--- config.mk ---
export PLATFORM = sky130hd
export DESIGN_NAME = lmalu_top
export DESIGN_NICKNAME = d
export VERILOG_FILES = /design/src/rtl/lmalu_pkg.sv /design/src/rtl/lmalu_lane.sv /design/src/rtl/lmalu_packed.sv /design/src/rtl/lmalu_top.sv
export SDC_FILE = /design/constraint.sdc
export NUM_CORES = 1
export LEC_CHECK = 0
export BUFFER_PORTS_ARGS = -buffer_cell sky130_fd_sc_hd__buf_2
export CAP_MARGIN = 0
export CELL_PAD_IN_SITES_DETAIL_PLACEMENT = 0
export CELL_PAD_IN_SITES_GLOBAL_PLACEMENT = 1
export CORE_ASPECT_RATIO = 0.5
export CORE_MARGIN = 5
export CORE_UTILIZATION = 45
export DETAILED_ROUTE_END_ITERATION = 10
export PLACE_DENSITY = 0.86
export SLEW_MARGIN = 15
export SYNTH_ARGS = -nofsm -noshare
export SYNTH_HDL_FRONTEND = slang
export SYNTH_SLANG_ARGS = --single-unit
--- constraint.sdc ---
create_clock -name clk -period 4.8 [get_ports clk]
set_input_delay 0.72 -clock clk [delete_from_list [all_inputs] [get_ports clk]]
set_output_delay 0.72 -clock clk [all_outputs]
set_load 0.01 [all_outputs]
--- src/rtl/lmalu_pkg.sv ---
package lmalu_pkg;
  localparam int OP_W = 4;

  localparam logic [OP_W-1:0] OP_EQ    = 4'd0;
  localparam logic [OP_W-1:0] OP_LT    = 4'd1;
  localparam logic [OP_W-1:0] OP_LTU   = 4'd2;
  localparam logic [OP_W-1:0] OP_LE    = 4'd3;
  localparam logic [OP_W-1:0] OP_LEU   = 4'd4;
  localparam logic [OP_W-1:0] OP_ADDS  = 4'd5;
  localparam logic [OP_W-1:0] OP_ADDSU = 4'd6;
  localparam logic [OP_W-1:0] OP_SUBS  = 4'd7;
  localparam logic [OP_W-1:0] OP_SUBSU = 4'd8;
  localparam logic [OP_W-1:0] OP_HADD  = 4'd9;
  localparam logic [OP_W-1:0] OP_HADDU = 4'd10;
  localparam logic [OP_W-1:0] OP_HSUB  = 4'd11;
  localparam logic [OP_W-1:0] OP_HSUBU = 4'd12;

  localparam logic [1:0] SZ_WORD = 2'b00;
  localparam logic [1:0] SZ_HALF = 2'b01;
  localparam logic [1:0] SZ_BYTE = 2'b10;

  // operands are sign-extended when this returns 1
  function automatic logic op_signed(input logic [OP_W-1:0] op);
    case (op)
      OP_LT, OP_LE, OP_ADDS, OP_SUBS, OP_HADD, OP_HSUB: return 1'b1;
      default: return 1'b0;
    endcase
  endfunction

  function automatic logic op_is_cmp(input logic [OP_W-1:0] op);
    return op <= OP_LEU;
  endfunction

  function automatic logic op_defined(input logic [OP_W-1:0] op);
    return op <= OP_HSUBU;
  endfunction
endpackage

--- src/rtl/lmalu_lane.sv ---
module lmalu_lane
  import lmalu_pkg::*;
#(
  parameter int W = 8
) (
  input  logic [W-1:0]    a,
  input  logic [W-1:0]    b,
  input  logic [OP_W-1:0] op,
  output logic [W-1:0]    y
);
  localparam int XW = W + 2;

  logic          sgn;
  logic [XW-1:0] ea, eb, sum, dif;
  logic          lane_eq, lane_lt;
  logic [W-1:0]  sat_sum, sat_dif;

  function automatic logic [W-1:0] clamp(input logic [XW-1:0] v, input logic s);
    if (s) begin
      if (v[XW-1:W-1] == '0 || v[XW-1:W-1] == '1) return v[W-1:0];
      return v[XW-1] ? {1'b1, {(W-1){1'b0}}} : {1'b0, {(W-1){1'b1}}};
    end
    if (v[XW-1:W] == 2'b00) return v[W-1:0];
    return v[XW-1] ? {W{1'b0}} : {W{1'b1}};
  endfunction

  always_comb begin
    sgn     = op_signed(op);
    ea      = sgn ? {{2{a[W-1]}}, a} : {2'b00, a};
    eb      = sgn ? {{2{b[W-1]}}, b} : {2'b00, b};
    sum     = ea + eb;
    dif     = ea - eb;
    lane_eq = (a == b);
    lane_lt = dif[XW-1];
    sat_sum = clamp(sum, sgn);
    sat_dif = clamp(dif, sgn);
  end

  always_comb begin
    case (op)
      OP_EQ:                y = {W{lane_eq}};
      OP_LT, OP_LTU:        y = {W{lane_lt}};
      OP_LE, OP_LEU:        y = {W{lane_lt | lane_eq}};
      OP_ADDS, OP_ADDSU:    y = sat_sum;
      OP_SUBS, OP_SUBSU:    y = sat_dif;
      OP_HADD, OP_HADDU:    y = sum[W:1];
      OP_HSUB, OP_HSUBU:    y = dif[W:1];
      default:              y = '0;
    endcase
  end

  always_comb begin
    if (op_is_cmp(op))
      assert_cmp_mask_R4: assert (y == '0 || y == '1);
    if (op == OP_ADDSU)
      assert_usat_add_no_wrap_R6: assert (y >= a);
    if (op == OP_SUBSU)
      assert_usat_sub_no_wrap_R6: assert (y <= a);
    if (op == OP_ADDS && !b[W-1])
      assert_ssat_add_no_wrap_R5: assert ($signed(y) >= $signed(a));
  end
endmodule

--- src/rtl/lmalu_packed.sv ---
module lmalu_packed
  import lmalu_pkg::*;
#(
  parameter int DATA_W = 32,
  parameter int LANE_W = 8
) (
  input  logic [DATA_W-1:0] a,
  input  logic [DATA_W-1:0] b,
  input  logic [OP_W-1:0]   op,
  output logic [DATA_W-1:0] y
);
  localparam int N_LANES = DATA_W / LANE_W;

  for (genvar i = 0; i < N_LANES; i++) begin : g_lane
    lmalu_lane #(.W(LANE_W)) u_lane (
      .a (a[i*LANE_W +: LANE_W]),
      .b (b[i*LANE_W +: LANE_W]),
      .op(op),
      .y (y[i*LANE_W +: LANE_W])
    );
  end
endmodule

--- src/rtl/lmalu_top.sv ---
module lmalu_top
  import lmalu_pkg::*;
#(
  parameter int DATA_W = 32
) (
  input  logic              clk,
  input  logic              rst_n,
  input  logic              in_vld,
  input  logic [DATA_W-1:0] src_a,
  input  logic [DATA_W-1:0] src_b,
  input  logic [OP_W-1:0]   opcode,
  input  logic [1:0]        lane_sz,
  output logic              out_vld,
  output logic [DATA_W-1:0] out_res
);
  localparam int N_SZ = 3;

  logic [DATA_W-1:0] sz_res [N_SZ];
  logic              req_legal;
  logic [DATA_W-1:0] next_res;

  for (genvar k = 0; k < N_SZ; k++) begin : g_size
    lmalu_packed #(.DATA_W(DATA_W), .LANE_W(DATA_W >> k)) u_pk (
      .a (src_a),
      .b (src_b),
      .op(opcode),
      .y (sz_res[k])
    );
  end

  always_comb begin
    req_legal = op_defined(opcode) && (lane_sz != 2'b11);
    case (lane_sz)
      SZ_WORD: next_res = sz_res[0];
      SZ_HALF: next_res = sz_res[1];
      SZ_BYTE: next_res = sz_res[2];
      default: next_res = '0;
    endcase
    if (!req_legal) next_res = '0;
  end

  always_ff @(posedge clk) begin
    if (!rst_n) begin
      out_vld <= 1'b0;
      out_res <= '0;
    end else begin
      out_vld <= in_vld;
      if (in_vld) out_res <= next_res;
    end
  end

  assert_vld_follow_R1: assert property (@(posedge clk) disable iff (!rst_n)
    in_vld |=> out_vld);
  assert_vld_drop_R1: assert property (@(posedge clk) disable iff (!rst_n)
    !in_vld |=> !out_vld);
  assert_hold_idle_R1: assert property (@(posedge clk) disable iff (!rst_n)
    !in_vld |=> $stable(out_res));
  assert_reserved_zero_R3: assert property (@(posedge clk) disable iff (!rst_n)
    (in_vld && (lane_sz == 2'b11 || opcode > OP_HSUBU)) |=> out_res == '0);
endmodule

# Word-level counts from Yosys, hierarchy flattened

Index checks and enable logic that the tools add are counted.

$add $sub $neg: 14
Muxes and demuxes: 193
Shift operators: 0
Equality and inequality tests: 36
Bitwise logic cells: 7
$mul: 0
Order comparisons: 1
Reduce and logical (&&, ||, !) cells: 52
Divide/modulo/power cells: 0

Operators with widths:

| kind                                   | number |
|---|---|
| 32-bit 2-to-1 mux                      | 17 |
| 16-bit 2-to-1 mux                      | 32 |
| 8-bit 2-to-1 mux                       | 64 |
| 16-bit one-hot mux with 7 select lines | 2 |
| 32-bit one-hot mux with 7 select lines | 1 |
| 8-bit one-hot mux with 7 select lines  | 4 |
| 32-bit one-hot mux with 3 select lines | 1 |
| 10-bit 2-to-1 mux                      | 8 |
| 18-bit 2-to-1 mux                      | 4 |
| 34-bit 2-to-1 mux                      | 2 |
| 1-bit 2-to-1 mux                       | 58 |
| 3-bit == test, second input constant   | 14 |
| 3-bit zero test                        | 14 |
| 10-bit adder                           | 4 |
| 10-bit subtractor                      | 4 |
| 18-bit adder                           | 2 |
| 18-bit subtractor                      | 2 |
| 34-bit adder                           | 1 |
| 34-bit subtractor                      | 1 |
| 16-bit == test                         | 2 |
| 32-bit == test                         | 1 |
| 8-bit == test                          | 4 |
| 2-bit zero test                        | 15 |
| 4-bit == test, second input constant   | 5 |
| other kinds (13)                       | 41 |

Bits in read-only memories: 0
Register bits: 33
Memory bits (writable): 0
Output and inout port bits: 33
Memories: 0
Bits in latches: 0

# Logic depth before layout (Yosys ltp)

Gate-level depths: netlist (run 1).

Depth in word-level cells: 17
Gate-level depth with buffers: 19

# Hierarchy

From an unflattened synthesis (run 1), not the netlist that was laid out.

Cells, all modules: 2719
Area total of the unflattened synthesis: 19586.3 sq um

Modules (own cells, without submodules):

| module                                           | cells an instance | times used | area each (sq um) | sequential area each (sq um) |
|---|---|---|---|---|
| lmalu_lane (g_size[0].u_pk.g_lane[0].u_lane)     | 846               | 1          | 5555.3            | 0.0 |
| lmalu_lane (g_size[2].u_pk.g_lane[1].u_lane ...) | 238               | 2          | 1771.7            | 0.0 |
| lmalu_lane (g_size[2].u_pk.g_lane[0].u_lane ...) | 221               | 2          | 1574.0            | 0.0 |
| lmalu_lane (g_size[1].u_pk.g_lane[1].u_lane)     | 398               | 1          | 2832.7            | 0.0 |
| lmalu_lane (g_size[1].u_pk.g_lane[0].u_lane)     | 402               | 1          | 2757.6            | 0.0 |
| lmalu_top                                        | 155               | 1          | 1749.2            | 660.6 |

# Worst setup path before layout (run 1)

No wires, ideal clock.

Path kind: input to register
Start point: input port opcode[0]
End point: register out_res[14]
Library setup time: 0.129 ns
Path buffers: 5
Arrival time: 4.346 ns
Slack: 0.325 ns
Required time: 4.671 ns
Stages on the path: 18
Cells stage by stage: clkbuf_1 nand2_1 clkbuf_1 clkbuf_1 buf_1 nor2_1 ha_1 clkbuf_1 inv_1 or3_1 a2bb2oi_1 a31oi_1 nor2_1 a21oi_1 a21boi_1 a21oi_1 nor4_1 a31oi_1

Longest elaborated chain between the ends: 17
Elaborated cells between the ends (all ways): 134
Classes of those cells: add/sub (6); order compare (1); eq/ne (18); mux (79); bitwise (3); reduce/logical (27)

RTL lines:

| item                                                             | RTL line                          | RTL |
|---|---|---|
| start, declared                                                  | lmalu_top.sv:11                   | `input logic [OP_W-1:0] opcode,` |
| 4-bit by 3-bit == test with 1-bit output (tied with other cells) | lmalu_pkg.sv:24, lmalu_lane.sv:40 |  |
| 6-bit OR reduction                                               | lmalu_pkg.sv:24                   | `case (op)` |
| 1-bit 2-to-1 mux                                                 | lmalu_pkg.sv:24                   |  |
| 34-bit 2-to-1 mux (tied with other cells)                        | lmalu_lane.sv:29                  | `ea = sgn ? {{2{a[W-1]}}, a} : {2'b00, a};` |
| 34-bit subtractor (tied with other cells)                        | lmalu_lane.sv:32                  | `dif = ea - eb;` |
| 3-bit == test or 3-bit zero test (tied branches)                 | lmalu_lane.sv:20                  | `if (v[XW-1:W-1] == '0 \|\| v[XW-1:W-1] == '1) return v[W-1:0];` |
| 1-bit logical OR                                                 | lmalu_lane.sv:20                  |  |
| 1-bit 2-to-1 mux                                                 | lmalu_lane.sv:20                  |  |
| 1-bit 2-to-1 mux                                                 | lmalu_lane.sv:19                  | `if (s) begin` |
| 32-bit 2-to-1 mux (tied with other cells)                        | lmalu_lane.sv:21                  | `return v[XW-1] ? {1'b1, {(W-1){1'b0}}} : {1'b0, {(W-1){1'b1}}};` |
| 32-bit 2-to-1 mux (tied with other cells)                        | lmalu_lane.sv:19                  |  |
| 32-bit 2-to-1 mux (tied with other cells)                        | lmalu_lane.sv:23                  | `if (v[XW-1:W] == 2'b00) return v[W-1:0];` |
| 32-bit 2-to-1 mux (tied with other cells)                        | lmalu_lane.sv:24                  | `return v[XW-1] ? {W{1'b0}} : {W{1'b1}};` |
| 32-bit 2-to-1 mux (tied with other cells)                        | lmalu_lane.sv:23                  |  |
| 32-bit one-hot mux with 7 select lines (tied with other cells)   | lmalu_lane.sv:40                  | `case (op)` |
| 32-bit one-hot mux with 3 select lines                           | lmalu_top.sv:33                   | `case (lane_sz)` |
| 32-bit 2-to-1 mux *                                              | lmalu_top.sv:39                   | `if (!req_legal) next_res = '0;` |
| end signal, assigned                                             | lmalu_top.sv:48                   | `if (in_vld) out_res <= next_res;` |
| end, declared                                                    | lmalu_top.sv:14                   | `output logic [DATA_W-1:0] out_res` |

Mark *: on every way between the ends. The rest lies on a longest branch, timed or not. The select of a mux whose other input is x is not followed.
A chain may end at the register's enable or synchronous reset.

# Final worst setup path (run 1)

Start point: input port src_b[22]
End point: register out_res[4]

Longest elaborated chain between the ends: 14
Elaborated cells between the ends (all ways): 38
Classes of those cells: add/sub (2); eq/ne (3); mux (26); bitwise (1); reduce/logical (6)

RTL lines:

| item                                              | RTL line                           | RTL |
|---|---|---|
| start, declared                                   | lmalu_top.sv:10                    | `input logic [DATA_W-1:0] src_b,` |
| 34-bit 2-to-1 mux                                 | lmalu_lane.sv:30                   | `eb = sgn ? {{2{b[W-1]}}, b} : {2'b00, b};` |
| 34-bit subtractor or 34-bit adder (tied branches) | lmalu_lane.sv:32, lmalu_lane.sv:31 |  |
| 3-bit == test or 3-bit zero test (tied branches)  | lmalu_lane.sv:20                   |  |
| 1-bit logical OR                                  | lmalu_lane.sv:20                   |  |
| 1-bit 2-to-1 mux                                  | lmalu_lane.sv:20                   |  |
| 1-bit 2-to-1 mux                                  | lmalu_lane.sv:19                   |  |
| 32-bit 2-to-1 mux                                 | lmalu_lane.sv:21                   |  |
| 32-bit 2-to-1 mux                                 | lmalu_lane.sv:19                   |  |
| 32-bit 2-to-1 mux                                 | lmalu_lane.sv:23                   |  |
| 32-bit 2-to-1 mux                                 | lmalu_lane.sv:24                   |  |
| 32-bit 2-to-1 mux                                 | lmalu_lane.sv:23                   |  |
| 32-bit one-hot mux with 7 select lines *          | lmalu_lane.sv:40                   |  |
| 32-bit one-hot mux with 3 select lines *          | lmalu_top.sv:33                    |  |
| 32-bit 2-to-1 mux *                               | lmalu_top.sv:39                    |  |

Marks and branches as above.

==> results of run 1 <==
## synth_stat cells, drive strengths merged, types with 27 or more instances
library cell / instances / area share [%]
buf: 64 / 3.0
a31oi: 45 / 2.8
clkbuf: 54 / 1.7
nor2: 169 / 5.3
o21ai: 189 / 8.0
inv: 82 / 2.6
xnor2: 100 / 7.5
o221ai: 27 / 2.0
nor2b: 44 / 2.3
nand3: 46 / 2.0
nor3: 37 / 1.5
ha: 71 / 7.4
a21oi: 207 / 9.0
dfxtp: 33 / 5.5
nand2: 147 / 4.6
o31ai: 30 / 2.3
## flip-flops by register name, summed over array words and instances (netlist names)
signal / count
out_res: 32
out_vld: 1
## path summary, 6_finish.rpt
| check | startpoint | end | slack [ns] |
|---|---|---|---|
| worst max-delay path | src_b[22] | out_res[4]$_SDFFE_PN0P_ | 0.32 |
| worst min-delay path | out_res[19]$_SDFFE_PN0P_ | out_res[19]$_SDFFE_PN0P_ | 0.48 |
| worst max register to register | out_res[29]$_SDFFE_PN0P_ | out_res[29]$_SDFFE_PN0P_ | 3.59 |
| worst min register to register | out_res[19]$_SDFFE_PN0P_ | out_res[19]$_SDFFE_PN0P_ | 0.48 |
## cell usage in the layout, fill, tap and decap left out, types with 33 or more instances in the layout
cell,count
sky130_fd_sc_hd__a21oi_1,198
sky130_fd_sc_hd__nor2_1,166
sky130_fd_sc_hd__o21ai_0,165
sky130_fd_sc_hd__nand2_1,146
sky130_fd_sc_hd__buf_4,129
sky130_fd_sc_hd__buf_2,105
sky130_fd_sc_hd__xnor2_1,96
sky130_fd_sc_hd__inv_1,73
sky130_fd_sc_hd__ha_1,71
sky130_fd_sc_hd__nand3_1,45
sky130_fd_sc_hd__nor2b_1,44
sky130_fd_sc_hd__a31oi_1,41
sky130_fd_sc_hd__nor3_1,37
sky130_fd_sc_hd__dfxtp_1,33
## final cells by class
class / count / area, sq um
Clock inverter: 2 / 10.0
Timing Repair Buffer: 237 / 1550
Multi-Input combinational cell: 1583 / 10500
Inverter: 85 / 322
Tap cell: 352 / 440
Clock buffer: 6 / 129
Fill cell: 2809 / 12800
Sequential cell: 33 / 661
## stage by stage
| step | worst slack (ns) | power (uW) |
|---|---|---|
| finish | 0.320 | 3100 |
| global route | 0.199 | 3250 |
| CTS | 0.558 | 3000 |
| detailed placement | 0.257 | 2660 |
| global placement | 0.256 | 2680 |
| floorplan | 0.325 | 1820 |
## per-layer routing
| layer | vias to the layer above | wire (um) |
|---|---|---|
| met4 | 0 | 2710 |
| li1 | 7108 | - |
| met1 | 7500 | 25300 |
| met5 | - | 0 |
| met2 | 1142 | 25100 |
| met3 | 190 | 8150 |
## power breakdown
part / internal, uW / switching (uW) / leakage [uW]
sequential: 295 / 11.3 / 0.000271
combinational: 837 / 1620 / 0.00507
clock: 191 / 145 / 0.0000706
## logic make-up (layout without fill, tap and decap cells)
kind of cell	count (synthesis)	after routing	synth area share, %
buffers and inverters	203	330	7.38
flip-flops	33	33	5.50
AND/OR/NAND/NOR	584	584	23.8
AO/OA/AOI/OAI	796	796	45.2
adder cells (fa/ha/maj)	80	80	8.82
multiplexers	2	2	0.177
XOR/XNOR	121	121	9.14
## worst min-delay path: stages (launching register included)
cell                      delay (ns)
sky130_fd_sc_hd__dfxtp_1        0.31
sky130_fd_sc_hd__nand2_1        0.05
sky130_fd_sc_hd__o22ai_1        0.06
==> results.toml, run 1 <==
[logic_synthesis]
synthesis.area_sq_mm = 0.0120
syn_inst = 1819
synth-seq-area-share_pct = 5.50
yosys_register_bits = 33
synth_enable_flop_cells = 0
syn_nets = 1971
async_reset_ff_share_pct = 0
synth.avg_cell_area_sq_um = 6.60
dominantRegCellSynth = "sky130_fd_sc_hd__dfxtp_1"
synth_cell_type_count = 109
yosys_warnings = 0

[worst_hold_path]
number_of_instances_on_the_worst_hold_path = 2
hold_path_class = "flop to flop"

[worst_setup_path]
worstPathRequired_ns = 5.04
critPathBufInv = 3
cp_slowest_cell = "sky130_fd_sc_hd__a2111oi_0"
critical_path_fanout_max = 15
crit_cells = 15
max_stage_delay_ns = 0.95
r2r.worst_path.cells = 5
worstSetupStartpointType = "input pin"
setup.worst_path.class = "input pin to flop"
timing.critical_path.cells = "buf_2 > inv_1 > ha_1 > nor2b_1 > nor2_1 > buf_4 > nand3_1 > a2111oi_0 > a31oi_1 > nand3_2 > a21oi_2 > nand2b_4 > o2111ai_1 > a31o_1 > o221a_1"
worstPathArrival_ns = 4.72
largest_delay_contributor_family_on_the_critical_path = "compound AO/OA/AOI/OAI gates"
timing.critical_path.to_type = "flop"

[clocking]
cts_hold_buf = 0
cts_buffers = 5
insertion_delay_ns = 0.29
cts-root-to-sink-buffers = 2
cts_tree = "yes"
ctsHtreeMaxLevel = 2
path_clk_slew_ns = 0.06
cts_sinks = 33
cts_repair_resize_count = 0
postCtsSetupRepairBufs = 0
clk_root_buffer_cell = "sky130_fd_sc_hd__clkbuf_16"

[final_layout]
final_core_util_pct = 51.5
design_area_sq_mm = 0.0136
final_net_count = 2097
post_route_cells_drive_above_1_share_pct = 16.9
area_growth_syn_to_layout_pct = 13.1
finalNonFillerCells = 2298
antenna_cells = 0

[die]
dieWidth_um = 241
placementRows = 42
die_y_um = 125
floorplan.die_area_sq_mm = 0.0302
top_level_ports = 106
initial_core_util_pct = 45.5
coreArea_sq_mm = 0.0264

[drt]
wire_per_inst_um = 26.6
drtAntennaViolNets = 0
vias_per_cell = 6.94
route.vias.total = 15940
drtIter0Drc = 2335
residual_drc = 0
detail_route.first_pass.iterations = 6
routed_wirelength_um = 61200

[global_routing]
first_pass_grt_wire_length_um = 91400
globalRouteOverflowTotal = 0
gr-usage-met3_pct = 10.7
grt_util_met2_pct = 56.4
grt_start_max_net_pins = 37
antenna_found_initial = 1
grtUsageMet1_pct = 53.9
grt.total_usage_pct = 38.6
vias_in_the_first_global_route = 14909
busiest_layer = "met2"

[sta]
fin_crit_ns = 4.48
grt_setup_unrepaired = "no"
max-slew-margin-rel_pct = 31.1
timing.final.setup_violations = 0
finalHoldWorstSlack_ns = 0.479
worst-slew-pin-transition_ns = 1.01
period_share_pct = 93.3
fin_worst_skew_ns = 0
maxSlewViolCount = 0
achievable-frequency_ghz = 0.223
hold_violations = 0
finalSetupTns_ns = 0

[placed_design]
port-buffer-count = 105
dpl.hpwl_um = 49000
gp_congestion = 1.05
dpl-instance-area_sq_mm = 0.0134
place.detailed.instances = 2290

[power]
power_per_cell_area_mw_per_mm2 = 228
leakage_power_uw = 0.00541
max-vdd-ir-drop_mv = 0.126

[run]
cap_violations = 0

[run_status]
run_status = "finished, final reports clean"
No activity file was read; power rests on OpenSTA's default activity.
==> run 2: changes to the inputs <==
--- a/config.mk
+++ b/config.mk
@@ -13,8 +13,9 @@
 export CORE_MARGIN = 5
 export CORE_UTILIZATION = 45
 export DETAILED_ROUTE_END_ITERATION = 10
-export PLACE_DENSITY = 0.86
+export PLACE_DENSITY = 0.82
 export SLEW_MARGIN = 15
 export SYNTH_ARGS = -nofsm -noshare
 export SYNTH_HDL_FRONTEND = slang
+export SYNTH_HIERARCHICAL = 1
 export SYNTH_SLANG_ARGS = --single-unit
==> results.toml, run 2 <==
[die]
floorplan.die_area_sq_mm = 0.0480
initial_core_util_pct = 45.2
coreArea_sq_mm = 0.0433
die_y_um = 158
dieWidth_um = 305
placementRows = 54
top_level_ports = 106

[logic_synthesis]
syn_nets = 3005
synth_commonest_cells = "240 x sky130_fd_sc_hd__nor2_1, 206 x sky130_fd_sc_hd__inv_1, 199 x sky130_fd_sc_hd__ha_1"
synth.avg_cell_area_sq_um = 7.20
synth_enable_flop_cells = 0
yosysTopAreaCellShare_pct = 12.7
synth_cell_type_count = 128
synth.area.top_cells = "sky130_fd_sc_hd__ha_1 13%, sky130_fd_sc_hd__xnor2_1 5.7%, sky130_fd_sc_hd__a21oi_1 4.7%, sky130_fd_sc_hd__nor2_1 4.6%, sky130_fd_sc_hd__o21ai_0 4.1%"
synthesis.area_sq_mm = 0.0196
synth-seq-area-share_pct = 3.37
yosys_register_bits = 33
biggest_area_consumer_among_synthesized_cells = "sky130_fd_sc_hd__ha_1"
yosys_warnings = 6
post-synth-top-count-cell = "sky130_fd_sc_hd__nor2_1"
async_reset_ff_share_pct = 0
dominantRegCellSynth = "sky130_fd_sc_hd__dfxtp_1"
syn_inst = 2719

[clocking]
ctsHtreeMaxLevel = 2
insertion_delay_ns = 0.31
postCtsSetupRepairBufs = 0
clk_root_buffer_cell = "sky130_fd_sc_hd__clkbuf_16"
cts_sinks = 33
cts_tree = "yes"
cts_buffers = 5
cts-root-to-sink-buffers = 2
path_clk_slew_ns = 0.07
cts_hold_buf = 0
cts_repair_resize_count = 0

[sta]
period_share_pct = 95.0
maxSlewViolCount = 0
fin_worst_skew_ns = 0
grt_setup_unrepaired = "no"
worst-slew-pin-transition_ns = 1.12
finalHoldWorstSlack_ns = 0.475
achievable-frequency_ghz = 0.219
finalSetupTns_ns = 0
fin_crit_ns = 4.56
final.setup.worst_slack_ns = 0.238
timing.final.setup_violations = 0
max-slew-margin-rel_pct = 24.7
hold_violations = 0

[worst_setup_path]
worstSetupStartpointType = "input pin"
setup.worst_path.class = "input pin to flop"
timing.critical_path.cells = "buf_2 > inv_1 > ha_1 > nor2b_1 > o311ai_1 > a2111oi_2 > buf_4 > nor3b_1 > nor3_2 > nor3_1 > o21ai_4 > a21oi_4 > a21oi_1 > buf_4 > o311ai_2 > mux2i_1 > o2bb2ai_1 > a22o_1"
critPathMostFrequentCell = "sky130_fd_sc_hd__buf_4"
max_stage_delay_ns = 0.54
worstPathRequired_ns = 5.06
cp_slowest_cell = "sky130_fd_sc_hd__nor3_1"
largest_delay_contributor_family_on_the_critical_path = "compound AO/OA/AOI/OAI gates"
critical_path_fanout_max = 10
critPathBufInv = 4
worstPathArrival_ns = 4.82
timing.critical_path.to_type = "flop"

[worst_hold_path]
hold_path_class = "flop to flop"

[drt]
vias_per_cell = 6.57
wire_per_inst_um = 23.2
drtIter0Drc = 2618
route.vias.total = 22483
drtAntennaViolNets = 0
detail_route.first_pass.iterations = 6
residual_drc = 0
routed_wirelength_um = 79400

[placed_design]
dpl.hpwl_um = 64600
gp_congestion = 1.04
port-buffer-count = 105
detailedPlace.worstSlack_ns = 0.0850
place.detailed.instances = 3411

[final_layout]
largest_register_by_flop_count = "out_res"
commonest_cells_after_routing_fill_and_taps_aside = "240 x sky130_fd_sc_hd__nor2_1, 206 x sky130_fd_sc_hd__inv_1, 199 x sky130_fd_sc_hd__ha_1"
final_core_util_pct = 48.9
reg.largest.list = "out_res: 32 flops, out_vld: 1 flops"
finalNonFillerCells = 3420
largest_register_ff_count = 32
filler_cell_count = 4401
mostFrequentLayoutCell = "sky130_fd_sc_hd__nor2_1"
multi_input_gate_area_sq_mm = 0.0172
post_route_cells_drive_above_1_share_pct = 15.6
final_net_count = 3116
area_growth_syn_to_layout_pct = 8.16
seq_area_sq_um = 661

[power]
leakage_power_uw = 0.00872
power_per_cell_area_mw_per_mm2 = 193
max-vdd-ir-drop_mv = 0.156

[run_status]
run_status = "finished, final reports clean"

[global_routing]
vias_in_the_first_global_route = 20437
grt.total_usage_pct = 30.9
antenna_found_initial = 1
globalRouteOverflowTotal = 0
first_pass_grt_wire_length_um = 120000
grt_start_max_net_pins = 34

[run]
cap_violations = 0
run 2: cell type report:
| type | count | area share, % |
|---|---|---|
| diodes | 1 | 0.0118 |
| clock buffers | 7 | 0.673 |
| clock inverters | 1 | 0.142 |
| inverters | 210 | 3.72 |
| multi-input cells | 2326 | 81.1 |
| flip-flops and latches | 33 | 3.12 |
| well taps | 588 | 3.47 |
| repair buffers | 254 | 7.76 |
run 2: path summary, 6_finish.rpt:
kind,slack (ns),to,start,depth (start not counted)
hold reg to reg,0.48,out_res[10]$_SDFFE_PN0P_,out_res[10]$_SDFFE_PN0P_,1
hold / removal,0.48,out_res[10]$_SDFFE_PN0P_,out_res[10]$_SDFFE_PN0P_,1
setup reg to reg,4.05,out_res[22]$_SDFFE_PN0P_,out_res[22]$_SDFFE_PN0P_,1
setup / recovery,0.24,out_res[2]$_SDFFE_PN0P_,src_b[1],18
run 2: power breakdown:
| group | leakage [uW] | internal (uW) | switching, uW |
|---|---|---|---|
| Combinational | 0.00837 | 1220 | 2140 |
| Clock | 0.0000841 | 261 | 170 |
| Sequential | 0.000268 | 291 | 15.1 |
| Total | 0.00872 | 1770 | 2320 |
run 2: logic make-up after synthesis:
kind of cell / Yosys count / synth area share [%]
adder cells (fa/ha/maj): 213 / 14.1
flip-flops: 33 / 3.37
XOR/XNOR: 164 / 7.79
AND/OR/NAND/NOR: 898 / 24.2
AO/OA/AOI/OAI: 1013 / 39.6
buffers and inverters: 360 / 9.00
multiplexers: 38 / 1.94
run 2: per-stage QoR:
step,instance area (sq um),total power (uW)
finish,21200,4090
global route,21200,4320
CTS,21200,4000
detailed placement,21000,3550
global placement,21000,3560
floorplan,19600,2590
run 2: routing by layer:
layer	wire [um]	GRT usage, %	up-vias
met5	0	0	-
met4	3350	11.6	0
met3	6500	3.42	188
met2	34900	50.5	1130
met1	34600	42.3	10731
li1	-	-	10434
==> run 3: changes to the inputs <==
--- a/config.mk
+++ b/config.mk
@@ -11,9 +11,9 @@
 export CELL_PAD_IN_SITES_GLOBAL_PLACEMENT = 1
 export CORE_ASPECT_RATIO = 0.5
 export CORE_MARGIN = 5
-export CORE_UTILIZATION = 45
+export CORE_UTILIZATION = 48
 export DETAILED_ROUTE_END_ITERATION = 10
-export PLACE_DENSITY = 0.82
+export PLACE_DENSITY = 0.86
 export SLEW_MARGIN = 15
 export SYNTH_ARGS = -nofsm -noshare
 export SYNTH_HDL_FRONTEND = slang
==> results.toml, run 3 (synthesis gave the netlist of run 2 again) <==
[sta]
fin_crit_ns = 4.63
final.setup.worst_slack_ns = 0.172
worst-slew-pin-transition_ns = 1.16
period_share_pct = 96.4
achievable-frequency_ghz = 0.216
maxSlewViolCount = 0
fin_worst_skew_ns = 0
finalHoldWorstSlack_ns = 0.481
hold_violations = 0
timing.final.setup_violations = 0
max-slew-margin-rel_pct = 21.4
grt_setup_unrepaired = "no"

[worst_setup_path]
r2r-end = "out_res[18]$_SDFFE_PN0P_"
worst_setup_path_endpoint = "out_res[30]$_SDFFE_PN0P_"
reg2reg_from = "out_res[18]$_SDFFE_PN0P_"
r2r.worst_path.cells = 1
worstSetupStartpointType = "input pin"
setup.worst_path.class = "input pin to flop"
crit_path_start = "src_a[0]"
max_stage_delay_ns = 0.46
worstPathArrival_ns = 4.82
ff2ff_setup_slack_ns = 4.07
timing.critical_path.to_type = "flop"
critical_path_fanout_max = 6
cp_slowest_cell = "sky130_fd_sc_hd__fa_1"
worstPathRequired_ns = 5.00
timing.critical_path.cells = "buf_2 > ha_1 > fa_1 > nor2b_1 > o311ai_1 > a31oi_1 > a211o_1 > a221o_1 > a21oi_1 > a31oi_1 > xnor2_1 > a21o_1 > a221o_1 > mux2i_1 > o2bb2ai_1 > a22o_1"

[die]
dieWidth_um = 296
coreArea_sq_mm = 0.0403
top_level_ports = 106
placementRows = 52
initial_core_util_pct = 48.6
die_y_um = 153
floorplan.die_area_sq_mm = 0.0452

[final_layout]
area_growth_syn_to_layout_pct = 8.75
largest_register_ff_count = 32
filler_cell_count = 4091
final_net_count = 3141
seq_area_sq_um = 661
largest_register_by_flop_count = "out_res"
multi_input_gate_area_sq_mm = 0.0172
commonest_cells_after_routing_fill_and_taps_aside = "240 x sky130_fd_sc_hd__nor2_1, 206 x sky130_fd_sc_hd__inv_1, 199 x sky130_fd_sc_hd__ha_1"
post_route_cells_drive_above_1_share_pct = 16.4
mostFrequentLayoutCell = "sky130_fd_sc_hd__nor2_1"
reg.largest.list = "out_res: 32 flops, out_vld: 1 flops"
antenna_cells = 0

[clocking]
postCtsSetupRepairBufs = 0
cts-root-to-sink-buffers = 2
cts_sinks = 33
cts_tree = "yes"
clk_root_buffer_cell = "sky130_fd_sc_hd__clkbuf_16"
cts_hold_buf = 0
insertion_delay_ns = 0.30
path_clk_slew_ns = 0.08
ctsHtreeMaxLevel = 2
cts_buffers = 5

[drt]
route.vias.total = 22740
drtAntennaViolNets = 0
drtIter0Drc = 2898
routed_wirelength_um = 79500
wire_per_inst_um = 23.4
residual_drc = 0
vias_per_cell = 6.70
detail_route.first_pass.iterations = 6

[placed_design]
port-buffer-count = 105
detailedPlace.worstSlack_ns = -0.0622
dpl.hpwl_um = 64100
gp_congestion = 1.04

[power]
leakage_power_uw = 0.00882
power_per_cell_area_mw_per_mm2 = 191
max-vdd-ir-drop_mv = 0.161

[global_routing]
antenna_found_initial = 0
first_pass_grt_wire_length_um = 121000
grt_start_max_net_pins = 35
vias_in_the_first_global_route = 20945
globalRouteOverflowTotal = 0
grt.total_usage_pct = 33.1

[worst_hold_path]
hold_path_class = "flop to flop"

[run]
cap_violations = 0

[run_status]
run_status = "finished, final reports clean"
[run 3: critical path: cells and delay by family]
family | cells | cell delay (ns)
AO/OA/AOI/OAI | 10 | 2.76
adder cells (fa/ha/maj) | 2 | 0.69
AND/OR/NAND/NOR | 1 | 0.21
XOR/XNOR | 1 | 0.16
buffers and inverters | 1 | 0.14
multiplexers | 1 | 0.14
[run 3: final cells by class]
| cell class | count | area share [%] |
|---|---|---|
| multi-input cells | 2326 | 80.7 |
| flip-flops and latches | 33 | 3.10 |
| clock inverters | 1 | 0.0352 |
| repair buffers | 279 | 8.66 |
| well taps | 540 | 3.17 |
| clock buffers | 6 | 0.652 |
| inverters | 210 | 3.70 |
[run 3: power by group]
| group | switching (uW) | leakage, uW | internal (uW) |
|---|---|---|---|
| clock network | 171 | 0.0000690 | 205 |
| registers | 15.4 | 0.000268 | 291 |
| logic | 2140 | 0.00848 | 1240 |
[run 3: what timing repair did]
item	CTS	global route
setup endpoints to repair	0	3
endpoints found under the hold margin	0	0
gates resized for setup	0	1
[run 3: layer usage]
metal	global-route usage [%]	up-vias	wire length, um
met2	52.8	1252	35000
met1	45.3	10789	33900
met3	4.80	224	7080
met4	12.7	0	3600
met5	0	-	0
li1	-	10475	-
[run 3: worst min-delay path by stage]
| stage | end | slack [ns] | start | cells after the start |
|---|---|---|---|---|
| floorplan | out_res[0]$_SDFFE_PN0P_ | 0.52 | out_res[0]$_SDFFE_PN0P_ | 1 |
| global placement | out_res[5]$_SDFFE_PN0P_ | 0.46 | out_res[5]$_SDFFE_PN0P_ | 1 |
| detailed placement | out_res[22]$_SDFFE_PN0P_ | 0.46 | out_res[22]$_SDFFE_PN0P_ | 1 |
| CTS | out_res[8]$_SDFFE_PN0P_ | 0.48 | out_res[8]$_SDFFE_PN0P_ | 1 |
| global route | out_res[29]$_SDFFE_PN0P_ | 0.50 | out_res[29]$_SDFFE_PN0P_ | 1 |
| finish | out_res[17]$_SDFFE_PN0P_ | 0.48 | out_res[17]$_SDFFE_PN0P_ | 1 |
[run 3: stage by stage]
stage	util, %	setup TNS, ns	area [sq um]	total power (uW)	instances
after floorplan	-	0	19600	2590	2719
after global placement	52.4	0	21200	3570	3388
after detailed placement	52.4	-0.107	21200	3570	3388
after CTS	52.8	0	21300	3960	3395
after global routing	52.8	0	21300	4300	3395
final	52.8	0	21300	4070	3395
